**src/rtl/rxq_pkg.sv**
```systemverilog
package rxq_pkg;

  typedef struct packed {
    logic       flushRx;
    logic       fifoOn;
    logic [1:0] thrSel;
  } ctrlStrobe_t;

  function automatic int unsigned thrCount(input logic [1:0] sel);
    case (sel)
      2'd0:    return 1;
      2'd1:    return 4;
      2'd2:    return 8;
      default: return 14;
    endcase
  endfunction

endpackage

```
**src/rtl/rxq_ctrl.sv**
```systemverilog
module rxq_ctrl
  import rxq_pkg::*;
#(
  parameter int CFG_W = 8
) (
  input  logic             clk,
  input  logic             rstN,
  input  logic             cfgWr,
  input  logic [CFG_W-1:0] cfgData,
  output ctrlStrobe_t      strobe,
  output logic             txFlushPulse
);
  localparam int EN_BIT  = 0;
  localparam int RXF_BIT = 1;
  localparam int TXF_BIT = 2;
  localparam int THR_LO  = CFG_W - 2;

  logic       enReg;
  logic [1:0] thrReg;
  logic       enChange;
  logic       txReq;

  assign enChange = cfgWr && (cfgData[EN_BIT] != enReg);
  assign txReq    = enChange || (cfgWr && cfgData[TXF_BIT]);

  always_ff @(posedge clk or negedge rstN) begin
    if (!rstN) begin
      enReg        <= 1'b0;
      thrReg       <= 2'd0;
      txFlushPulse <= 1'b0;
    end else begin
      txFlushPulse <= txReq;
      if (cfgWr) begin
        enReg  <= cfgData[EN_BIT];
        thrReg <= cfgData[THR_LO +: 2];
      end
    end
  end

  always_comb begin
    strobe.flushRx = enChange || (cfgWr && cfgData[RXF_BIT]);
    strobe.fifoOn  = enReg;
    strobe.thrSel  = thrReg;
  end

  // the transmit flush pulse only follows a register write
  p_tx_after_write_r4: assert property (@(posedge clk) disable iff (!rstN)
    txFlushPulse |-> $past(cfgWr));

  // a change of the enable bit is always followed by a transmit flush
  p_toggle_tx_r2: assert property (@(posedge clk) disable iff (!rstN)
    enChange |=> txFlushPulse);

endmodule

```
**src/rtl/rxq_data.sv**
```systemverilog
module rxq_data
  import rxq_pkg::*;
#(
  parameter int DATA_W = 8,
  parameter int DEPTH  = 16
) (
  input  logic                         clk,
  input  logic                         rstN,
  input  ctrlStrobe_t                  strobe,
  input  logic                         pushValid,
  input  logic [DATA_W-1:0]            pushData,
  input  logic                         popReq,
  output logic [DATA_W-1:0]            popData,
  output logic [$clog2(DEPTH+1)-1:0]   fillLevel,
  output logic                         fifoEmpty,
  output logic                         fifoFull,
  output logic                         overrun,
  output logic                         rxIrq
);
  localparam int PTR_W = (DEPTH > 1) ? $clog2(DEPTH) : 1;
  localparam int CNT_W = $clog2(DEPTH + 1);
  localparam logic [PTR_W-1:0] LAST_IDX = PTR_W'(DEPTH - 1);

  logic [DATA_W-1:0] store [DEPTH];
  logic [PTR_W-1:0]  wrPtr, rdPtr;
  logic [CNT_W-1:0]  count;
  logic              pushOk, popOk, dropHit;
  logic [CNT_W-1:0]  thrLevel;

  assign fifoEmpty = (count == '0);
  assign fifoFull  = (count == CNT_W'(DEPTH));
  assign pushOk    = pushValid && strobe.fifoOn && !fifoFull && !strobe.flushRx;
  assign popOk     = popReq && !fifoEmpty && !strobe.flushRx;
  assign dropHit   = pushValid && strobe.fifoOn && fifoFull && !strobe.flushRx;
  assign thrLevel  = CNT_W'(thrCount(strobe.thrSel));
  assign fillLevel = count;
  assign rxIrq     = strobe.fifoOn && (count >= thrLevel);

  function automatic logic [PTR_W-1:0] nextPtr(input logic [PTR_W-1:0] p);
    return (p == LAST_IDX) ? '0 : p + 1'b1;
  endfunction

  always_ff @(posedge clk) begin
    if (pushOk) store[wrPtr] <= pushData;
  end

  always_ff @(posedge clk or negedge rstN) begin
    if (!rstN) begin
      wrPtr   <= '0;
      rdPtr   <= '0;
      count   <= '0;
      overrun <= 1'b0;
      popData <= '0;
    end else if (strobe.flushRx) begin
      wrPtr   <= '0;
      rdPtr   <= '0;
      count   <= '0;
      overrun <= 1'b0;
    end else begin
      if (pushOk) wrPtr <= nextPtr(wrPtr);
      if (popOk) begin
        rdPtr   <= nextPtr(rdPtr);
        popData <= store[rdPtr];
      end
      case ({pushOk, popOk})
        2'b10:   count <= count + 1'b1;
        2'b01:   count <= count - 1'b1;
        default: count <= count;
      endcase
      if (dropHit) overrun <= 1'b1;
    end
  end

  // the fill level never passes the depth
  p_level_bound_r7: assert property (@(posedge clk) disable iff (!rstN)
    count <= CNT_W'(DEPTH));

  // a receive flush always leaves the FIFO empty
  p_flush_empties_r11: assert property (@(posedge clk) disable iff (!rstN)
    strobe.flushRx |=> fifoEmpty);

  // a push into a full FIFO is dropped and flags overrun
  p_drop_full_r8: assert property (@(posedge clk) disable iff (!rstN)
    (fifoFull && pushValid && strobe.fifoOn && !strobe.flushRx && !popReq)
      |=> (overrun && fifoFull));

  // overrun stays set until a receive flush
  p_ovr_sticky_r8: assert property (@(posedge clk) disable iff (!rstN)
    (overrun && !strobe.flushRx) |=> overrun);

  // a pop while empty keeps the read value
  p_empty_pop_r9: assert property (@(posedge clk) disable iff (!rstN)
    (fifoEmpty && popReq) |=> $stable(popData));

  // while disabled the FIFO cannot gain characters
  p_off_no_fill_r10: assert property (@(posedge clk) disable iff (!rstN)
    (!strobe.fifoOn && fifoEmpty) |=> fifoEmpty);

endmodule

```
**src/rtl/rx_fifo_trigger.sv**
```systemverilog
module rx_fifo_trigger
  import rxq_pkg::*;
#(
  parameter int DATA_W = 8,
  parameter int DEPTH  = 16,
  parameter int CFG_W  = 8
) (
  input  logic                       clk,
  input  logic                       rstN,
  input  logic                       cfgWr,
  input  logic [CFG_W-1:0]           cfgData,
  input  logic                       pushValid,
  input  logic [DATA_W-1:0]          pushData,
  input  logic                       popReq,
  output logic [DATA_W-1:0]          popData,
  output logic [$clog2(DEPTH+1)-1:0] fillLevel,
  output logic                       fifoEmpty,
  output logic                       fifoFull,
  output logic                       overrun,
  output logic                       rxIrq,
  output logic                       txFlushPulse
);
  ctrlStrobe_t strobe;

  rxq_ctrl #(.CFG_W(CFG_W)) uCtrl (
    .clk          (clk),
    .rstN         (rstN),
    .cfgWr        (cfgWr),
    .cfgData      (cfgData),
    .strobe       (strobe),
    .txFlushPulse (txFlushPulse)
  );

  rxq_data #(.DATA_W(DATA_W), .DEPTH(DEPTH)) uData (
    .clk       (clk),
    .rstN      (rstN),
    .strobe    (strobe),
    .pushValid (pushValid),
    .pushData  (pushData),
    .popReq    (popReq),
    .popData   (popData),
    .fillLevel (fillLevel),
    .fifoEmpty (fifoEmpty),
    .fifoFull  (fifoFull),
    .overrun   (overrun),
    .rxIrq     (rxIrq)
  );

  // the interrupt never fires with the FIFO empty
  p_irq_needs_data_r6: assert property (@(posedge clk) disable iff (!rstN)
    rxIrq |-> !fifoEmpty);

endmodule

```
**config.mk**
```make
export PLATFORM = sky130hd
export DESIGN_NAME = rx_fifo_trigger
export DESIGN_NICKNAME = d
export VERILOG_FILES = /design/src/rtl/rxq_pkg.sv /design/src/rtl/rxq_ctrl.sv /design/src/rtl/rxq_data.sv /design/src/rtl/rx_fifo_trigger.sv
export SDC_FILE = /design/constraint.sdc
export NUM_CORES = 1
export LEC_CHECK = 0
export CORE_ASPECT_RATIO = 1.75
export CORE_MARGIN = 4
export CORE_UTILIZATION = 57
export DETAILED_ROUTE_END_ITERATION = 6
export DONT_BUFFER_PORTS = 1
export GPL_TIMING_DRIVEN = 0
export PLACE_DENSITY = 0.75
export SLEW_MARGIN = 10
export SYNTH_ARGS = -nofsm -noshare
export SYNTH_HDL_FRONTEND = slang
export SYNTH_HIERARCHICAL = 1
export SYNTH_SLANG_ARGS = --single-unit
```
**constraint.sdc**
```tcl
create_clock -name clk -period 2.7 [get_ports clk]
set_clock_uncertainty 0.2 [all_clocks]
set_input_delay 0.135 -clock clk [delete_from_list [all_inputs] [get_ports clk]]
set_output_delay 0.135 -clock clk [all_outputs]
set_load 0.02 [all_outputs]
```
-- Word level (Yosys, flattened, before mapping)
Memory sizes are Yosys's and may differ from the RTL's. A register that Yosys moved wholly into a read port is not among the register bits.
Cells that the tools add are included.
- input port bits: 21
- memories kept: 1
- output and inout port bits: 18
- RAM bits: 128
- register bits after elaboration: 18
- order comparisons: 1
- $add $sub $neg: 4
- bitwise logic cells: 1
- mux-type cells: 13
- equality and inequality tests: 8
- reduce and logical (&&, ||, !) cells: 24
- memory list (memory ; depth ; width ; read ports ; clocked after Yosys merged registers in ; wr ports ; RTL line ; source):
    uData.store ; 16 ; 8 ; 1 ; 1 ; 1 ; rxq_data.sv:24 ; logic [DATA_W-1:0] store [DEPTH];
- operators by type and width (operator ; number):
    4-bit two-way mux ; 6
    4-bit one-hot mux with 3 select lines ; 1
    1-bit logical AND ; 11
    5-bit one-hot mux with 2 select lines ; 1
    4-bit by 1-bit adder with 4-bit output, second input constant ; 2
    4-bit == test, second input constant ; 2
    2-bit nonzero test ; 3
    5-bit by 1-bit adder with 5-bit output, second input constant ; 1
    5-bit == test, second input constant ; 1
    5-bit by 4-bit >= comparator with 1-bit output ; 1
    5-bit zero test ; 1
    5-bit two-way mux ; 1
    5-bit by 1-bit subtractor with 5-bit output, second input constant ; 1
    2-bit by 1-bit == test with 1-bit output, second input constant ; 2
    2-bit == test, second input constant ; 2
    1-bit zero test ; 4
    1-bit two-way mux ; 4
    3-bit nonzero test ; 1
    2-bit zero test ; 1
    1-bit logical OR ; 2
    2-bit AND reduction ; 1
    1-bit != test ; 1
    1-bit NOT ; 1

-- Depth between registers and ports, before layout
Gate-level depths: netlist of the first run.
- word-level depth: 8
- mapped depth: 12
- depth with buffers taken out: 11

-- By module
Netlist of the first run, hierarchy kept.
- modules (own cells, without submodules) (module ; area each (µm²) ; cells each ; times used):
    rxq_data ; 6251.0 ; 358 ; 1
    rxq_ctrl ; 165.2 ; 11 ; 1

-- Least setup slack after synthesis of the first run
OpenSTA, ideal clock, no wires.
- path type: register to register
- start: register uData.count[0], in the netlist uData/fillLevel[0]
- end: register uData.count[4], in the netlist uData/fillLevel[4]
- data required time: 2.418 ns
- buffers on the path: 0
- arrival: 2.873 ns
- stages on the path, launching flop included: 10
- setup slack: -0.455 ns
- path through: dfrtp_1 > nor4_1 > and2_1 > o21ai_0 > fa_1 > nand2b_1 > a21oi_1 > nor2_1 > or3b_2 > a31oi_1
- cells in the longest elaborated chain, start to end: 7
- elaborated cells on any way between the ends: 15
- those cells by class: add/sub: 2; eq/ne: 3; mux: 2; reduce/logical: 8
- RTL lines (element ; RTL line ; source):
    start, declared ; rxq_data.sv:26 ; logic [CNT_W-1:0] count;
    start signal, assigned ; rxq_data.sv:66 ; 2'b10: count <= count + 1'b1;
    start signal, assigned ; rxq_data.sv:67 ; 2'b01: count <= count - 1'b1;
    start signal, assigned ; rxq_data.sv:68 ; default: count <= count;
    5-bit == test * ; rxq_data.sv:31 ; assign fifoFull = (count == CNT_W'(DEPTH));
    via fifoFull ; rx_fifo_trigger.sv:18 ; output logic fifoFull,
    1-bit zero test * ; rxq_data.sv:32 ; assign pushOk = pushValid && strobe.fifoOn && !fifoFull && !strobe.flushRx;
    1-bit logical AND * (2 in series) ; rxq_data.sv:32 ;
    2-bit by 1-bit == test with 1-bit output or 2-bit == test (tied branches) ; rxq_data.sv:65 ; case ({pushOk, popOk})
    5-bit one-hot mux with 2 select lines ; rxq_data.sv:65 ;
    5-bit two-way mux ; rxq_data.sv:54 ; end else if (strobe.flushRx) begin
Mark *: on every way through the listed nets, which the timed path passes. The rest lies on a longest branch.
A chain may end at the register's enable or synchronous reset.

-- Worst setup path after layout of the first run
- start: register uData.count[0], in the netlist uData/fillLevel[0]
- end: register uData.count[4], in the netlist uData/fillLevel[4]
- cells in the longest elaborated chain, start to end: 7
- elaborated cells on any way between the ends: 15
- those cells by class: add/sub: 2; eq/ne: 3; mux: 2; reduce/logical: 8
- RTL lines (element ; RTL line):
    5-bit == test or 5-bit zero test (tied branches) ; rxq_data.sv:31, rxq_data.sv:30
    1-bit zero test (on tied branches) ; rxq_data.sv:32, rxq_data.sv:33
    1-bit logical AND (on tied branches) (2 in series) ; rxq_data.sv:32, rxq_data.sv:33
    2-bit by 1-bit == test with 1-bit output or 2-bit == test (tied branches) ; rxq_data.sv:65
    5-bit one-hot mux with 2 select lines ; rxq_data.sv:65
    5-bit two-way mux ; rxq_data.sv:54
Several ways; a longest one is shown, not always the timed one.

==> impl_metrics.ini, run 1 <==
[global_route]
grt_pass1_wl_um = 20400
grt_max_degree = 27
overflow = 0
antenna_found_initial = 0
grt_pass1_vias = 3696
grtUsageTotal_pct = 21.9

[placement]
gp_congestion = 0.767
port_buffers = 0
dpl.hpwl_um = 9070
numPlacedInstances = 501
place_ws_ns = -0.675

[critical_path]
cp_max_fo = 7
r2r_setup_slack_ns = -0.28
crit_arrival_ns = 3.11
end_kind = flop
crit_type = flop to flop
r2r-end = uData/fillLevel[4]
critPathCapture = uData/fillLevel[4]
crit_path_start = uData/fillLevel[0]
reg2reg_depth = 11
cp.required_ns = 2.83
rr_startpoint = uData/fillLevel[0]
start_kind = flop

[synthesis]
synth_warnings = 6
synth_area_leaders = edfxtp_1 (60%), mux4_2 (11%), dfrtp_1 (10%)
ys_async_sr_fraction_pct = 16.9
ys_ff_latch = 154
synth_area_leader_cell = edfxtp_1
ys_seq_area_share_pct = 70.0
synth-edff-count = 128
synth_nets = 403
synth_commonest_cells = edfxtp_1 (128), nor2_1 (35), mux4_2 (32)
synth_ff_type = edfxtp_1
yosysTopAreaCellShare_pct = 59.9
avgSynthCellArea_um2 = 17.4
synth_most_common_cell = edfxtp_1
synthDistinctLibCells = 42
syn_inst = 369
syn_area_um2 = 6420

[finish]
area_delta_synth_final_pct = 19.9
fin_util_pct = 69.3
layoutNonFillerInstCount = 561
drive_above_1_share_pct = 30.5
antenna_cells = 0
nNetsFinal = 450

[timing]
period_share_pct = 110
rsz0062_at_grt = yes
hold-worst-slack_ns = 0.0413
worst_pin_slew_ns = 0.781
setup_viol = 33
hold_violations = 0
fin_ws_ns = -0.275
min_period_ns = 2.98
max_slew_margin_pct = 47.9
slew_violations = 0
fmax_mhz = 336

[floorplanning]
die_height_um = 148
rows = 51
start_util_pct = 57.8
die_area_um2 = 13100
core_um2 = 11100
dieWidth_um = 88.2
num_io_pins = 39

[power]
swShare_pct = 30.0
seqPwrFrac_pct = 45.5
combPwrFrac_pct = 22.8
clkPwrFrac_pct = 31.7
leakagePower_uw = 0.00257
ir_drop_mv = 0.701
pwr_density_cell_nw_per_um2 = 855
p_int_uw = 4600
p_switching_uw = 1970
p_total_uw = 6580

[detailed_routing]
wire_per_inst_um = 24.3
drt_pass1_iterations = 4
drt_iter0_markers = 277
ant_nets = 0
via_per_inst = 6.18
drt_wl_total_um = 13600
vias = 3466
drc = 0

[worst_hold_path]
hold_path_class = input port to flop

[status]
violations = negative setup slack
status = finished, violations left

[clock_tree]
cts_sinks = 154
cts.htree.levels = 4
tritoncts = built
insertion_delay_ns = 0.41
clockBufferDepth = 2
path_clk_slew_ns = 0.06
cts_root_buffer = clkbuf_16
cts_made_buffers = 17

[flow_run]
max_cap_violations = 0
worst min-delay path by stage:
stage | startpoint | to | depth (start not counted)
floorplan | rstN | uCtrl/enReg | 0
global placement | rstN | uData/fillLevel[3] | 0
detailed placement | rstN | uData/popData[0] | 0
CTS | popReq | uData/fillLevel[0] | 3
global route | rstN | uData/wrPtr[2] | 3
finish | popReq | uData/fillLevel[0] | 3
power groups by stage:
stage | sequential [uW] | combinational [uW] | clock, uW
detailed placement | 3030 | 1300 | 0
CTS | 2990 | 1480 | 2110
global placement | 3020 | 1260 | 0
global route | 3000 | 1640 | 2240
floorplan | 2970 | 1030 | 0
finish | 2990 | 1500 | 2090
final cells by class:
type	instances	area [um^2]
Fill cell	683	3410
Buffer	18	82.6
Clock buffer	18	429
Timing Repair Buffer	28	325
Inverter	7	26.3
Tap cell	132	165
Multi-Input combinational cell	190	2070
Clock inverter	14	95.1
Sequential cell	154	4500
layout by cell type, fill, tap and decap left out, types with 5 or more instances in the layout:
cell / netlist / layout
dlygate4sd3_1: 0 / 16
nor2_4: 0 / 15
nand3_1: 5 / 5
nand2b_1: 6 / 5
edfxtp_1: 128 / 128
buf_4: 1 / 7
clkbuf_1: 6 / 7
buf_2: 5 / 5
mux2_2: 7 / 7
o221ai_1: 8 / 8
xor2_1: 5 / 5
buf_12: 0 / 6
mux2i_1: 16 / 16
inv_1: 7 / 6
dfrtp_1: 26 / 22
clkbuf_16: 0 / 17
nand2_1: 21 / 19
ha_1: 12 / 9
mux4_2: 32 / 32
a21oi_1: 9 / 7
nor2_1: 35 / 20
critical path, stage by stage, from the launching register on:
cell and delay [ns]:
dfrtp_2 0.50, or4_4 0.60, o21ai_4 0.18, nor2_4 0.05
o21ai_2 0.10, inv_2 0.12, ha_4 0.30, nand2b_4 0.06
a21oi_4 0.18, nor2_1 0.06, or3b_4 0.38, a31oi_1 0.14
state kept, by name, summed over array words and instances (netlist names):
signal / count
uCtrl/enReg: 1
uCtrl/txFlushPulse: 1
uData/store: 128
uData/fillLevel: 5
uCtrl/thrReg: 2
uData/overrun: 1
uData/popData: 8
uData/wrPtr: 4
uData/rdPtr: 4
cells by family (layout without fill, tap and decap cells):
group	after synthesis	count (layout)	share of synthesized area, %
xor+xnor	5	5	0.682
buf+inv	25	85	1.70
mux	55	55	15.0
flops	154	154	70.0
simple gates	83	83	5.93
fa+ha+maj	13	13	2.65
compound gates	34	34	4.04
through the flow:
| step | TNS [ns] | instance area [um^2] |
|---|---|---|
| 2_1_floorplan | -0.551 | 6470 |
| 3_3_place_gp | -37.99 | 6630 |
| 3_5_place_dp | -50.11 | 6640 |
| 4_1_cts | -14.24 | 7570 |
| 5_1_grt | -11.44 | 7690 |
| 6_report | -1.82 | 7690 |
per-layer routing:
metal / track usage (%) / share of wire, % / up-vias
met3: 5.43 / 4.5 / 17
met4: 10.4 / 3.1 / 0
li1: - / - / 1540
met2: 38.3 / 56 / 113
met5: 0 / 0 / -
met1: 24.5 / 37 / 1796
what timing repair did:
action / 4_1_cts / 5_1_grt
endpoints found under the setup margin: 131 / 132
resized for setup: 40 / 8
buffers inserted: 4 / 6
hold endpoints to repair: 168 / 0
pin swaps: 12 / 5
hold buffers: 18 / 0
Note: power is estimated with default switching activity, not from simulation.
==> run 2, diff against run 1 <==
CORE_UTILIZATION = 59   (was 57)
CTS_BUF_LIST = sky130_fd_sc_hd__clkbuf_4 sky130_fd_sc_hd__clkbuf_8   (was not set)
PLACE_DENSITY = 0.78   (was 0.75)
==> impl_metrics.ini, run 2 (synthesis results as in run 1) <==
[finish]
fin_util_pct = 71.4
final_cell_mix = edfxtp_1 (128), mux4_2 (32), dfrtp_1 (22)
layout_commonest_cell = edfxtp_1
regMostFlops = uData/store
drive_above_1_share_pct = 32.2
nNetsFinal = 453
largest_reg_flops = 128
area_delta_synth_final_pct = 19.0
fin_area_um2 = 7640

[floorplanning]
rows = 50
dieWidth_um = 86.8
core_um2 = 10700
start_util_pct = 60.0
die_height_um = 146
die_area_um2 = 12700
num_io_pins = 39

[critical_path]
r2r-end = uData/fillLevel[4]
cp_max_fo = 6
end_kind = flop
cp.required_ns = 2.87
crit_arrival_ns = 3.18
reg2reg_depth = 11
r2r_setup_slack_ns = -0.32
start_kind = flop
rr_startpoint = uData/fillLevel[3]
crit_type = flop to flop

[timing]
min_period_ns = 3.02
rsz0062_at_grt = yes
period_share_pct = 112
fin_setup_tns_ns = -9.57
setup_viol = 131
slew_violations = 0
worst_pin_slew_ns = 0.784
fmax_mhz = 331
hold_violations = 0
max_slew_margin_pct = 47.7
fin_ws_ns = -0.317

[clock_tree]
cts_made_buffers = 17
cts.htree.levels = 4
tritoncts = built
cts_sinks = 154
cts_root_buffer = clkbuf_8
insertion_delay_ns = 0.44
clockBufferDepth = 2
path_clk_slew_ns = 0.09

[global_route]
overflow = 0
grtUsageTotal_pct = 23.1
grt_pass1_vias = 3719
grt_max_degree = 27
antenna_found_initial = 1
grt_pass1_wl_um = 21000

[detailed_routing]
routed.top_layer = met4
drc = 0
dr_wl_met2_um = 7610
ant_nets = 0
drt_wl_total_um = 13800
wl_met1_um = 4740
wire_per_inst_um = 24.5
via_per_inst = 6.29
vias = 3543
wl_met3_um = 853
drt_pass1_iterations = 4
drt_iter0_markers = 276

[status]
violations = negative setup slack
status = finished, violations left

[power]
ir_drop_mv = 0.615
leakagePower_uw = 0.00256
p_total_uw = 6350
pwr_density_cell_nw_per_um2 = 832

[placement]
gp_congestion = 0.878
dpl.hpwl_um = 9050
place_area_um2 = 6630
place_ws_ns = -0.625
port_buffers = 0

[flow_run]
max_cap_violations = 0

[worst_hold_path]
hold_path_class = input port to async pin
-- run 2: power by group --
group / switching, uW / internal, uW / leakage, uW / total (uW)
sequential: 273 / 2710 / 0.00148 / 2980
clock: 896 / 862 / 0.000211 / 1760
combinational: 837 / 774 / 0.000867 / 1610
total: 2010 / 4350 / 0.00256 / 6350
-- run 2: cell type report --
| type | instances | area, um^2 |
|---|---|---|
| sequential | 154 | 4500 |
| fill | 616 | 3060 |
| multi-input combinational | 190 | 2090 |
| timing repair buffer | 31 | 352 |
| clock buffer | 17 | 234 |
| clock inverter | 15 | 181 |
| tap | 130 | 163 |
| buffer | 18 | 83.8 |
| inverter | 7 | 28.8 |
| antenna | 1 | 2.50 |
-- run 2: metrics by stage --
| step | instances | hold WS, ns |
|---|---|---|
| floorplan | 369 | -0.361 |
| CTS | 556 | 0.000958 |
| detailed placement | 499 | -0.360 |
| global route | 563 | 0.0260 |
| finish | 563 | 0.0413 |
| global placement | 499 | -0.360 |
-- run 2: critical path: stages, from the launching register on --
cell	delay (ns)
dfrtp_2	0.53
or4_4	0.62
o21ai_4	0.23
nor2_4	0.06
o21ai_4	0.10
inv_4	0.08
ha_4	0.23
nor2_4	0.13
a21oi_4	0.05
nor3b_4	0.16
or3b_4	0.42
a31oi_4	0.13
-- run 2: worst max path at each step --
stage,end,startpoint,slack (ns),cells past startpoint
2_1_floorplan,uData/fillLevel[4],uData/fillLevel[1],-0.28,11
3_3_place_gp,uData/store[3][5],uData/fillLevel[3],-0.59,5
3_5_place_dp,uData/fillLevel[4],uData/fillLevel[1],-0.62,11
4_1_cts,uData/fillLevel[4],uData/fillLevel[1],-0.26,11
5_1_grt,uData/fillLevel[4],uData/fillLevel[3],-0.37,10
6_report,uData/fillLevel[4],uData/fillLevel[3],-0.32,11
-- run 2: layer usage --
layer	up-vias	track usage, %
met4	0	11.6
met2	142	39.6
met1	1827	25.5
li1	1549	-
met5	-	0
met3	25	6.74
-- run 2: timing repair --
action	in CTS	in global routing
resized for setup	48	6
buffers inserted	7	6
pin swaps	13	13
setup endpoints to repair	132	131
hold endpoints to repair	168	0
hold buffers	18	0
==> run 3, diff against run 2 <==
BUFFER_PORTS_ARGS = -buffer_cell sky130_fd_sc_hd__clkbuf_2   (was not set)
CORE_UTILIZATION = 57   (was 59)
DONT_BUFFER_PORTS = not set   (was 1)
==> impl_metrics.ini, run 3 (synthesis results as in run 1) <==
[floorplanning]
die_area_um2 = 13100
die_height_um = 148
rows = 51
dieWidth_um = 88.2
core_um2 = 11100
num_io_pins = 39
start_util_pct = 57.8

[clock_tree]
path_clk_slew_ns = 0.08
tritoncts = built
cts.htree.levels = 4
insertion_delay_ns = 0.45
cts_root_buffer = clkbuf_8
clockBufferDepth = 2
cts_sinks = 154
cts_made_buffers = 17

[finish]
layout_commonest_cell = edfxtp_1
antenna_cells = 0
drive_above_1_share_pct = 37.2
final_cell_mix = edfxtp_1 (128), clkbuf_2 (39), mux4_2 (32)
area_delta_synth_final_pct = 22.1
nNetsFinal = 492
regMostFlops = uData/store
largest_reg_flops = 128

[placement]
place_ws_ns = -0.490
dpl.hpwl_um = 8960
gp_congestion = 0.837
port_buffers = 35

[critical_path]
start_kind = flop
cp_max_fo = 3
cp.required_ns = 2.88
end_kind = flop
crit_arrival_ns = 3.03
crit_type = flop to flop

[power]
ir_drop_mv = 0.616
pwr_density_cell_nw_per_um2 = 836
p_total_uw = 6550
leakagePower_uw = 0.00273

[timing]
min_period_ns = 2.85
rsz0062_at_grt = yes
max_slew_margin_pct = 52.0
fmax_mhz = 351
fin_ws_ns = -0.150
slew_violations = 0
hold_violations = 0
fin_setup_tns_ns = -0.242
period_share_pct = 106
setup_viol = 2
worst_pin_slew_ns = 0.720

[global_route]
overflow = 0
grt_pass1_wl_um = 20800
grtUsageTotal_pct = 22.5
grt_max_degree = 27
antenna_found_initial = 0
grt_pass1_vias = 3760

[detailed_routing]
drt_wl_total_um = 14100
drt_pass1_iterations = 7
wire_per_inst_um = 23.4
drt_iter0_markers = 319
drc = 0
vias = 3745
via_per_inst = 6.21
ant_nets = 0

[flow_run]
max_cap_violations = 0

[worst_hold_path]
hold_path_class = input port to async pin

[status]
violations = negative setup slack
status = finished, violations left
run 3: cell types whose count changed in the layout (fill, tap and decap cells not counted), moves of 2 or more:
cell,previous run,this run
buf_12,6,4
buf_4,9,14
bufinv_16,2,4
clkbuf_2,5,39
clkinv_2,1,3
clkinv_4,3,5
dlygate4sd3_1,16,19
inv_6,3,1
inv_8,5,0
run 3: what timing repair did:
action                                  4_1_cts  5_1_grt
setup buffers                                10        7
endpoints found under the hold margin       161        0
resized for setup                            21       26
pin swaps                                     9       10
hold buffers                                 19        0
gates cloned                                  0        0
endpoints found under the setup margin      131      131
run 3: worst paths after layout:
path / end / cells past startpoint / slack, ns / from
max: uData/fillLevel[4] / 11 / -0.15 / uData/fillLevel[0]
min: uData/popData[4] / 2 / 0.06 / rstN
max reg2reg: uData/fillLevel[4] / 11 / -0.15 / uData/fillLevel[0]
min reg2reg: uData/popData[4] / 2 / 0.31 / uData/popData[4]
max in group asynchronous: uData/fillLevel[1] / 2 / 1.77 / rstN
min in group clk: uData/fillLevel[0] / 5 / 0.21 / cfgWr
run 3: worst max-delay path, stage by stage, from the launching register on:
cell	delay, ns
dfrtp_2	0.44
or4_4	0.58
o21ai_4	0.19
nor2_4	0.05
o21ai_2	0.08
inv_2	0.11
ha_4	0.30
nand2b_4	0.06
a21oi_4	0.18
nor2_1	0.07
or3b_4	0.38
a31oi_4	0.13
run 3: final cells by class:
class | count | area (um^2)
buffer | 17 | 78.8
clock buffer | 17 | 234
clock inverter | 15 | 199
fill | 647 | 3270
inverter | 7 | 26.3
multi-input combinational | 190 | 2090
sequential | 154 | 4500
tap | 132 | 165
timing repair buffer | 71 | 543
run 3: power breakdown:
group	leakage (uW)	internal, uW	switching (uW)
clock network	0.000217	1010	851
registers	0.00148	2710	120
logic	0.00103	853	1000
run 3: through the flow:
step	hold WS [ns]	instance area (um^2)	cells	utilization, %
after floorplan	-0.361	6470	369	-
after global placement	-0.00759	6810	536	61.3
after detailed placement	0.000227	6830	536	61.5
after CTS	0.0468	7590	596	68.4
after global routing	0.125	7830	603	70.6
final	0.0598	7830	603	70.6
run 3: routing by layer:
metal	vias to the layer above	part of all wire, %	GRT usage [%]
met2	161	55	40.0
met5	-	0	0
met3	38	5.1	5.10
met4	0	4.5	11.3
li1	1621	-	-
met1	1925	35	24.3
